[src/rtl/psa_pkg.sv]
package psa_pkg;
  localparam int NUM_SW    = 4;  // 0 chg, 1 dsg, 2 pchg, 3 pdsg
  localparam int NUM_FAULT = 3;  // 0 scd, 1 occ, 2 ocd
  localparam int NUM_PIN   = 2;  // 0 chg pin, 1 dsg pin
  localparam int STATUS_W  = NUM_PIN + NUM_SW + NUM_FAULT;

  localparam int ADDR_CFG  = 0;
  localparam int ADDR_HOST = 1;
  localparam int ADDR_CLR  = 2;

  localparam logic [1:0] MODE_AUTO    = 2'd0;
  localparam logic [1:0] MODE_PARTIAL = 2'd1;

  typedef struct packed {
    logic                 loadHost;
    logic [NUM_SW-1:0]    hostData;
    logic                 clrAlert;
    logic                 clrFault;
    logic                 latchFaults;
    logic [NUM_PIN-1:0]   pinBlock;
  } strobe_t;
endpackage

[src/rtl/psa_sync.sv]
module psa_sync #(
  parameter int STAGES = 2,
  parameter int WIDTH  = 2
) (
  input  logic             clk,
  input  logic             rstN,
  input  logic [WIDTH-1:0] din,
  output logic [WIDTH-1:0] dout
);
  logic [WIDTH-1:0] stage [STAGES];

  always_ff @(posedge clk or negedge rstN) begin
    if (!rstN) stage[0] <= '0;
    else       stage[0] <= din;
  end

  for (genvar g = 1; g < STAGES; g++) begin : gStage
    always_ff @(posedge clk or negedge rstN) begin
      if (!rstN) stage[g] <= '0;
      else       stage[g] <= stage[g-1];
    end
  end

  assign dout = stage[STAGES-1];
endmodule

[src/rtl/psa_ctrl.sv]
module psa_ctrl
  import psa_pkg::*;
#(
  parameter int ADDR_W = 2,
  parameter int DATA_W = 8
) (
  input  logic               clk,
  input  logic               rstN,
  input  logic               wrEn,
  input  logic [ADDR_W-1:0]  wrAddr,
  input  logic [DATA_W-1:0]  wrData,
  input  logic [NUM_PIN-1:0] pinSync,
  output strobe_t            strb,
  output logic [1:0]         modeQ,
  output logic [NUM_PIN-1:0] pinActive
);
  localparam logic [ADDR_W-1:0] A_CFG  = ADDR_W'(ADDR_CFG);
  localparam logic [ADDR_W-1:0] A_HOST = ADDR_W'(ADDR_HOST);
  localparam logic [ADDR_W-1:0] A_CLR  = ADDR_W'(ADDR_CLR);

  logic [NUM_PIN-1:0] pinSelQ;
  logic hitCfg, hitHost, hitClr;
  logic unusedData;

  assign hitCfg  = wrEn && (wrAddr == A_CFG);
  assign hitHost = wrEn && (wrAddr == A_HOST);
  assign hitClr  = wrEn && (wrAddr == A_CLR);
  assign unusedData = ^wrData[DATA_W-1:NUM_SW];

  always_ff @(posedge clk or negedge rstN) begin
    if (!rstN) begin
      modeQ   <= MODE_AUTO;
      pinSelQ <= '0;
    end else if (hitCfg) begin
      modeQ   <= wrData[1:0];
      pinSelQ <= wrData[3:2];
    end
  end

  assign pinActive = pinSelQ & {NUM_PIN{modeQ != MODE_AUTO}};

  always_comb begin
    strb.loadHost    = hitHost;
    strb.hostData    = wrData[NUM_SW-1:0];
    strb.clrAlert    = hitClr && wrData[0];
    strb.clrFault    = hitClr && wrData[1];
    strb.latchFaults = modeQ[1];
    strb.pinBlock    = pinActive & pinSync;
  end
endmodule

[src/rtl/psa_datapath.sv]
module psa_datapath
  import psa_pkg::*;
(
  input  logic                 clk,
  input  logic                 rstN,
  input  strobe_t              strb,
  input  logic [NUM_FAULT-1:0] faultIn,
  output logic [NUM_SW-1:0]    swEn,
  output logic                 alertQ,
  output logic [NUM_SW-1:0]    hostOffQ,
  output logic [NUM_FAULT-1:0] faultHeldQ,
  output logic [STATUS_W-1:0]  status
);
  localparam logic [NUM_SW-1:0] FAULT_MASK [NUM_FAULT] = '{4'b1010, 4'b0101, 4'b1010};
  localparam logic [NUM_SW-1:0] PIN_MASK   [NUM_PIN]   = '{4'b0001, 4'b0010};

  logic [NUM_SW-1:0] swBlock;

  always_ff @(posedge clk or negedge rstN) begin
    if (!rstN) begin
      hostOffQ   <= '0;
      faultHeldQ <= '0;
      alertQ     <= 1'b0;
    end else begin
      if (strb.loadHost) hostOffQ <= strb.hostData;
      if (strb.latchFaults)
        faultHeldQ <= (faultHeldQ & ~{NUM_FAULT{strb.clrFault}}) | faultIn;
      else
        faultHeldQ <= faultIn;
      alertQ <= (alertQ & ~strb.clrAlert) | (|faultIn);
    end
  end

  always_comb begin
    swBlock = hostOffQ;
    for (int s = 0; s < NUM_SW; s++) begin
      for (int f = 0; f < NUM_FAULT; f++)
        swBlock[s] = swBlock[s] | (faultHeldQ[f] & FAULT_MASK[f][s]);
      for (int p = 0; p < NUM_PIN; p++)
        swBlock[s] = swBlock[s] | (strb.pinBlock[p] & PIN_MASK[p][s]);
    end
  end

  assign swEn   = ~swBlock;
  assign status = {faultHeldQ, hostOffQ, strb.pinBlock};
endmodule

[src/rtl/prot_switch_arbiter.sv]
module prot_switch_arbiter
  import psa_pkg::*;
#(
  parameter int SYNC_STAGES = 2,
  parameter int ADDR_W      = 2,
  parameter int DATA_W      = 8
) (
  input  logic                clk,
  input  logic                rstN,
  input  logic                chgOffPin,
  input  logic                dsgOffPin,
  input  logic                faultScd,
  input  logic                faultOcc,
  input  logic                faultOcd,
  input  logic                wrEn,
  input  logic [ADDR_W-1:0]   wrAddr,
  input  logic [DATA_W-1:0]   wrData,
  output logic                chgEn,
  output logic                dsgEn,
  output logic                pchgEn,
  output logic                pdsgEn,
  output logic                alert,
  output logic [STATUS_W-1:0] status
);
  logic [NUM_PIN-1:0]   pinSync;
  strobe_t              strb;
  logic [1:0]           modeQ;
  logic [NUM_PIN-1:0]   pinActive;
  logic [NUM_SW-1:0]    swEn;
  logic [NUM_SW-1:0]    hostOffQ;
  logic [NUM_FAULT-1:0] faultHeldQ;

  psa_sync #(.STAGES(SYNC_STAGES), .WIDTH(NUM_PIN)) u_sync (
    .clk(clk), .rstN(rstN), .din({dsgOffPin, chgOffPin}), .dout(pinSync)
  );

  psa_ctrl #(.ADDR_W(ADDR_W), .DATA_W(DATA_W)) u_ctrl (
    .clk(clk), .rstN(rstN), .wrEn(wrEn), .wrAddr(wrAddr), .wrData(wrData),
    .pinSync(pinSync), .strb(strb), .modeQ(modeQ), .pinActive(pinActive)
  );

  psa_datapath u_dp (
    .clk(clk), .rstN(rstN), .strb(strb),
    .faultIn({faultOcd, faultOcc, faultScd}),
    .swEn(swEn), .alertQ(alert), .hostOffQ(hostOffQ),
    .faultHeldQ(faultHeldQ), .status(status)
  );

  assign chgEn  = swEn[0];
  assign dsgEn  = swEn[1];
  assign pchgEn = swEn[2];
  assign pdsgEn = swEn[3];
endmodule

[config.mk]
export PLATFORM = sky130hd
export DESIGN_NAME = prot_switch_arbiter
export DESIGN_NICKNAME = d
export VERILOG_FILES = /design/src/rtl/psa_pkg.sv /design/src/rtl/psa_sync.sv /design/src/rtl/psa_ctrl.sv /design/src/rtl/psa_datapath.sv /design/src/rtl/prot_switch_arbiter.sv
export SDC_FILE = /design/constraint.sdc
export NUM_CORES = 1
export LEC_CHECK = 0
export BUFFER_PORTS_ARGS = -buffer_cell sky130_fd_sc_hd__buf_2
export CORE_UTILIZATION = 40
export DETAILED_ROUTE_END_ITERATION = 16
export GPL_ROUTABILITY_DRIVEN = 0
export PLACE_DENSITY_LB_ADDON = 0.2
export SLEW_MARGIN = 20
export SYNTH_ARGS = -nofsm -noshare
export SYNTH_HDL_FRONTEND = slang
export SYNTH_SLANG_ARGS = --single-unit
[constraint.sdc]
create_clock -name clk -period 1.05 [get_ports clk]
set_input_delay 0.21 -clock clk [delete_from_list [all_inputs] [get_ports clk]]
set_output_delay 0.21 -clock clk [all_outputs]
set_load 0.02 [all_outputs]
==> summary.md <==
| Metric | Value |
|---|---|
| Final period util | `142%` |
| Final hold violation count | `0` |
| Share of cells above drive strength 1 | `between 70% and 80%` |
| Num ports | `32` |
| Post-DP Area | `833 µm²` |
| Final wirelength | `about 1500 µm` |
| Fin util | `77.4%` |
| Multi-input gate area | `between 200 and 300 µm²` |
| Synth Net Count | `between 50 and 60` |
| Post-synth EDFFs | `0` |
| Initial drt markers | `11` |
| Clock latency on the worst-skew pair | `approximately 0.27 ns` |
| Synthesized instance count | `38` |
| Root buffer cell | `clkbuf_4` |
| RSZ-0062 raised after global routing | `yes` |
| Top FF cell, synth | `dfrtp_1` |
| Worst R2R Setup Slack | `approximately 0.020 ns` |
| Remaining global-route overflow | `0` |
| Leak | `between 0.4 and 0.5 nW` |
| Setup crit start kind | `flop` |
| DR WL/cell | `approximately 16 µm` |
| Asr flop ratio synth | `100%` |
| #FFs+latches synth | `16` |
| FF+latch area | `approximately 410 µm²` |
| Avg Cell Area, Syn | `~16 µm²` |
| Synth unique cells | `11` |
| Fin cells | `96` |
| Die width | `just over 40 µm` |
| CP arrival | `~1.3 ns` |
| CTS H-tree lvls | `1` |
| Cell with the most instances after synthesis | `dfrtp_1` |
| Total power after layout | `1.73 mW` |
| CTS Sinks | `16` |
| Vias in the first global route | `just over 500` |
| Die Footprint | `between 0.0015 and 0.002 mm²` |
| Crit Path Class | `reg2out` |
| Min-Delay Path Class | `in2reg` |
| Layout net count | `100` |
| Total CTS buffers | `3` |
| Die height | `between 40 and 50 µm` |
| Slew margin rel. | `~77%` |
| Top post-synthesis cells by area | `dfrtp_1 (65%), mux2_2 (15%), a31o_2 (4.3%)` |
| Clock transition at path regs | `0.09 ns` |
| Hold slack final | `approximately 0.037 ns` |
| Max-Cap Viols | `0` |
| Largest net degree at the start of global routing | `17` |
| Crit path from | `u_ctrl.modeQ[1]` |
| Slew Limit Fails | `0` |
| DRC viols | `0` |
| Final Instance Area | `roughly 0.0011 mm²` |
| Ant diodes | `0` |
| Final setup margin | `-0.446 ns` |
| First-pass DRT Iterations | `4` |
| Worst R2R End | `u_ctrl.modeQ[1]` |
| Vias/cell | `5.18` |
| Status | `finished with violations` |
| Netlist Area Pre-Place | `~610 µm²` |
| CTS tree | `built` |
| Syn. warnings | `0` |
| Critical R2R Launch | `u_ctrl.modeQ[1]` |
| Initial Util | `44.8%` |
| CP Capture Type | `output port` |
| CP max FO | `3` |
| Skew final | `between 0.002 and 0.0025 ns` |
| Clk buf depth | `2` |
| CP endpoint | `dsgEn` |
| Num rows | `13` |
| PD cells | `roughly 1600 mW/mm²` |
| HPWL after DPL | `990 µm` |
| PortBufs | `27` |
| Area leader, netlist | `dfrtp_1` |
| Sequential fraction of the synthesis area | `roughly two thirds` |
| Area growth syn-to-layout | `72.8%` |
| GRT Util Overall | `a little over a fifth` |
| Setup Slack @ Placement | `-0.132 ns` |
| Post-DRT Antenna Nets | `0` |
| Via count | `between 400 and 500` |
| Peak supply drop | `approximately 0.00098 V` |
| Core Footprint | `between 0.001 and 0.0015 mm²` |
| CP Data Required Time | `roughly 0.84 ns` |
| Top cell type's share of synthesized area | `between 60% and 70%` |
| Shortest period the worst path allows | `between 1 and 1.5 ns` |
| List of most frequent post-synthesis cells | `dfrtp_1 (16), mux2_2 (8), a31o_2 (3)` |
| Fmax | `about 0.67 GHz` |
| Post-route setup TNS | `-2.51 ns` |
| First-pass GRT wire length | `between 2000 and 2500 µm` |
| Initial antenna violation count | `0` |
| Reg2Reg Depth | `3` |
| Filler Cells Inserted | `around 90` |
| Setup-failing EPs final | `13` |
| Actual slew at the worst max-slew pin | `0.343 ns` |
| Failing checks | `setup timing` |
| Dpl cells | `84` |
==> critical path, stage by stage, from the launching register on <==
cell and delay (ns):
dfrtp_1 0.41, o211a_1 0.28, nor4_4 0.14, buf_4 0.18
==> cell usage in the layout, fill, tap and decap left out <==
cell           netlist  layout
a2111o_1             1       1
clkbuf_4             0       3
nor3b_4              1       1
buf_4                0       7
a31o_2               3       2
nor2_4               0       1
buf_2                0      13
mux2_2               8       8
dlygate4sd3_1        0       1
nand3b_1             1       1
dfrtp_2              0       5
clkbuf_8             0       1
nor4_4               0       1
o211a_1              2       2
nor3_4               0       2
buf_6                0      18
a31o_4               0       1
nand4b_1             2       2
dfrtp_1             16      11
==> metal layers <==
metal	track usage, %	part of all wire (%)
met1	24.6	40
met4	7.26	0
met5	0	0
met3	3.26	4.0
met2	38.7	56
==> flip-flops by register name, indices dropped and copies added, names as in the netlist <==
| signal | cells |
|---|---|
| u_ctrl.modeQ | 2 |
| u_ctrl.pinSelQ | 2 |
| u_dp.alertQ | 1 |
| u_dp.faultHeldQ | 3 |
| u_dp.hostOffQ | 4 |
| u_sync.dout | 2 |
| u_sync.stage | 2 |
==> worst min path at each step <==
stage | start | end | slack (ns) | cells past startpoint
after floorplan | rstN | u_ctrl.modeQ[0] | -0.09 | 0
after global placement | rstN | u_ctrl.pinSelQ[0] | 0.14 | 1
after detailed placement | rstN | u_ctrl.pinSelQ[0] | 0.14 | 1
after CTS | chgOffPin | u_sync.stage[2] | 0.02 | 1
after global routing | chgOffPin | u_sync.stage[2] | 0.02 | 1
final | chgOffPin | u_sync.stage[2] | 0.04 | 1
==> report_power, final <==
| part | switching (mW) | internal (mW) | total (mW) |
|---|---|---|---|
| Clock | 0.173 | 0.210 | 0.384 |
| Combinational | 0.231 | 0.317 | 0.548 |
| Sequential | 0.0947 | 0.702 | 0.797 |
==> final cells by class <==
| cell class | instances | area share, % |
|---|---|---|
| Clock buffer | 4 | 3.43 |
| Multi-Input combinational cell | 22 | 25.1 |
| Sequential cell | 16 | 38.5 |
| Tap cell | 15 | 1.78 |
| Timing Repair Buffer | 39 | 31.2 |
==> kinds of logic after synthesis <==
logic type	synth area share (%)
mux	14.7
compound gates	9.41
simple gates	10.4
flops	65.4
==> what timing repair did <==
item,in CTS,in global routing
hold endpoints to repair,16,0
pin swaps,1,0
setup endpoints to repair,13,14
resized for setup,30,10
hold buffers,1,0
setup buffers,5,2
No activity file was read; power rests on OpenSTA's default activity.
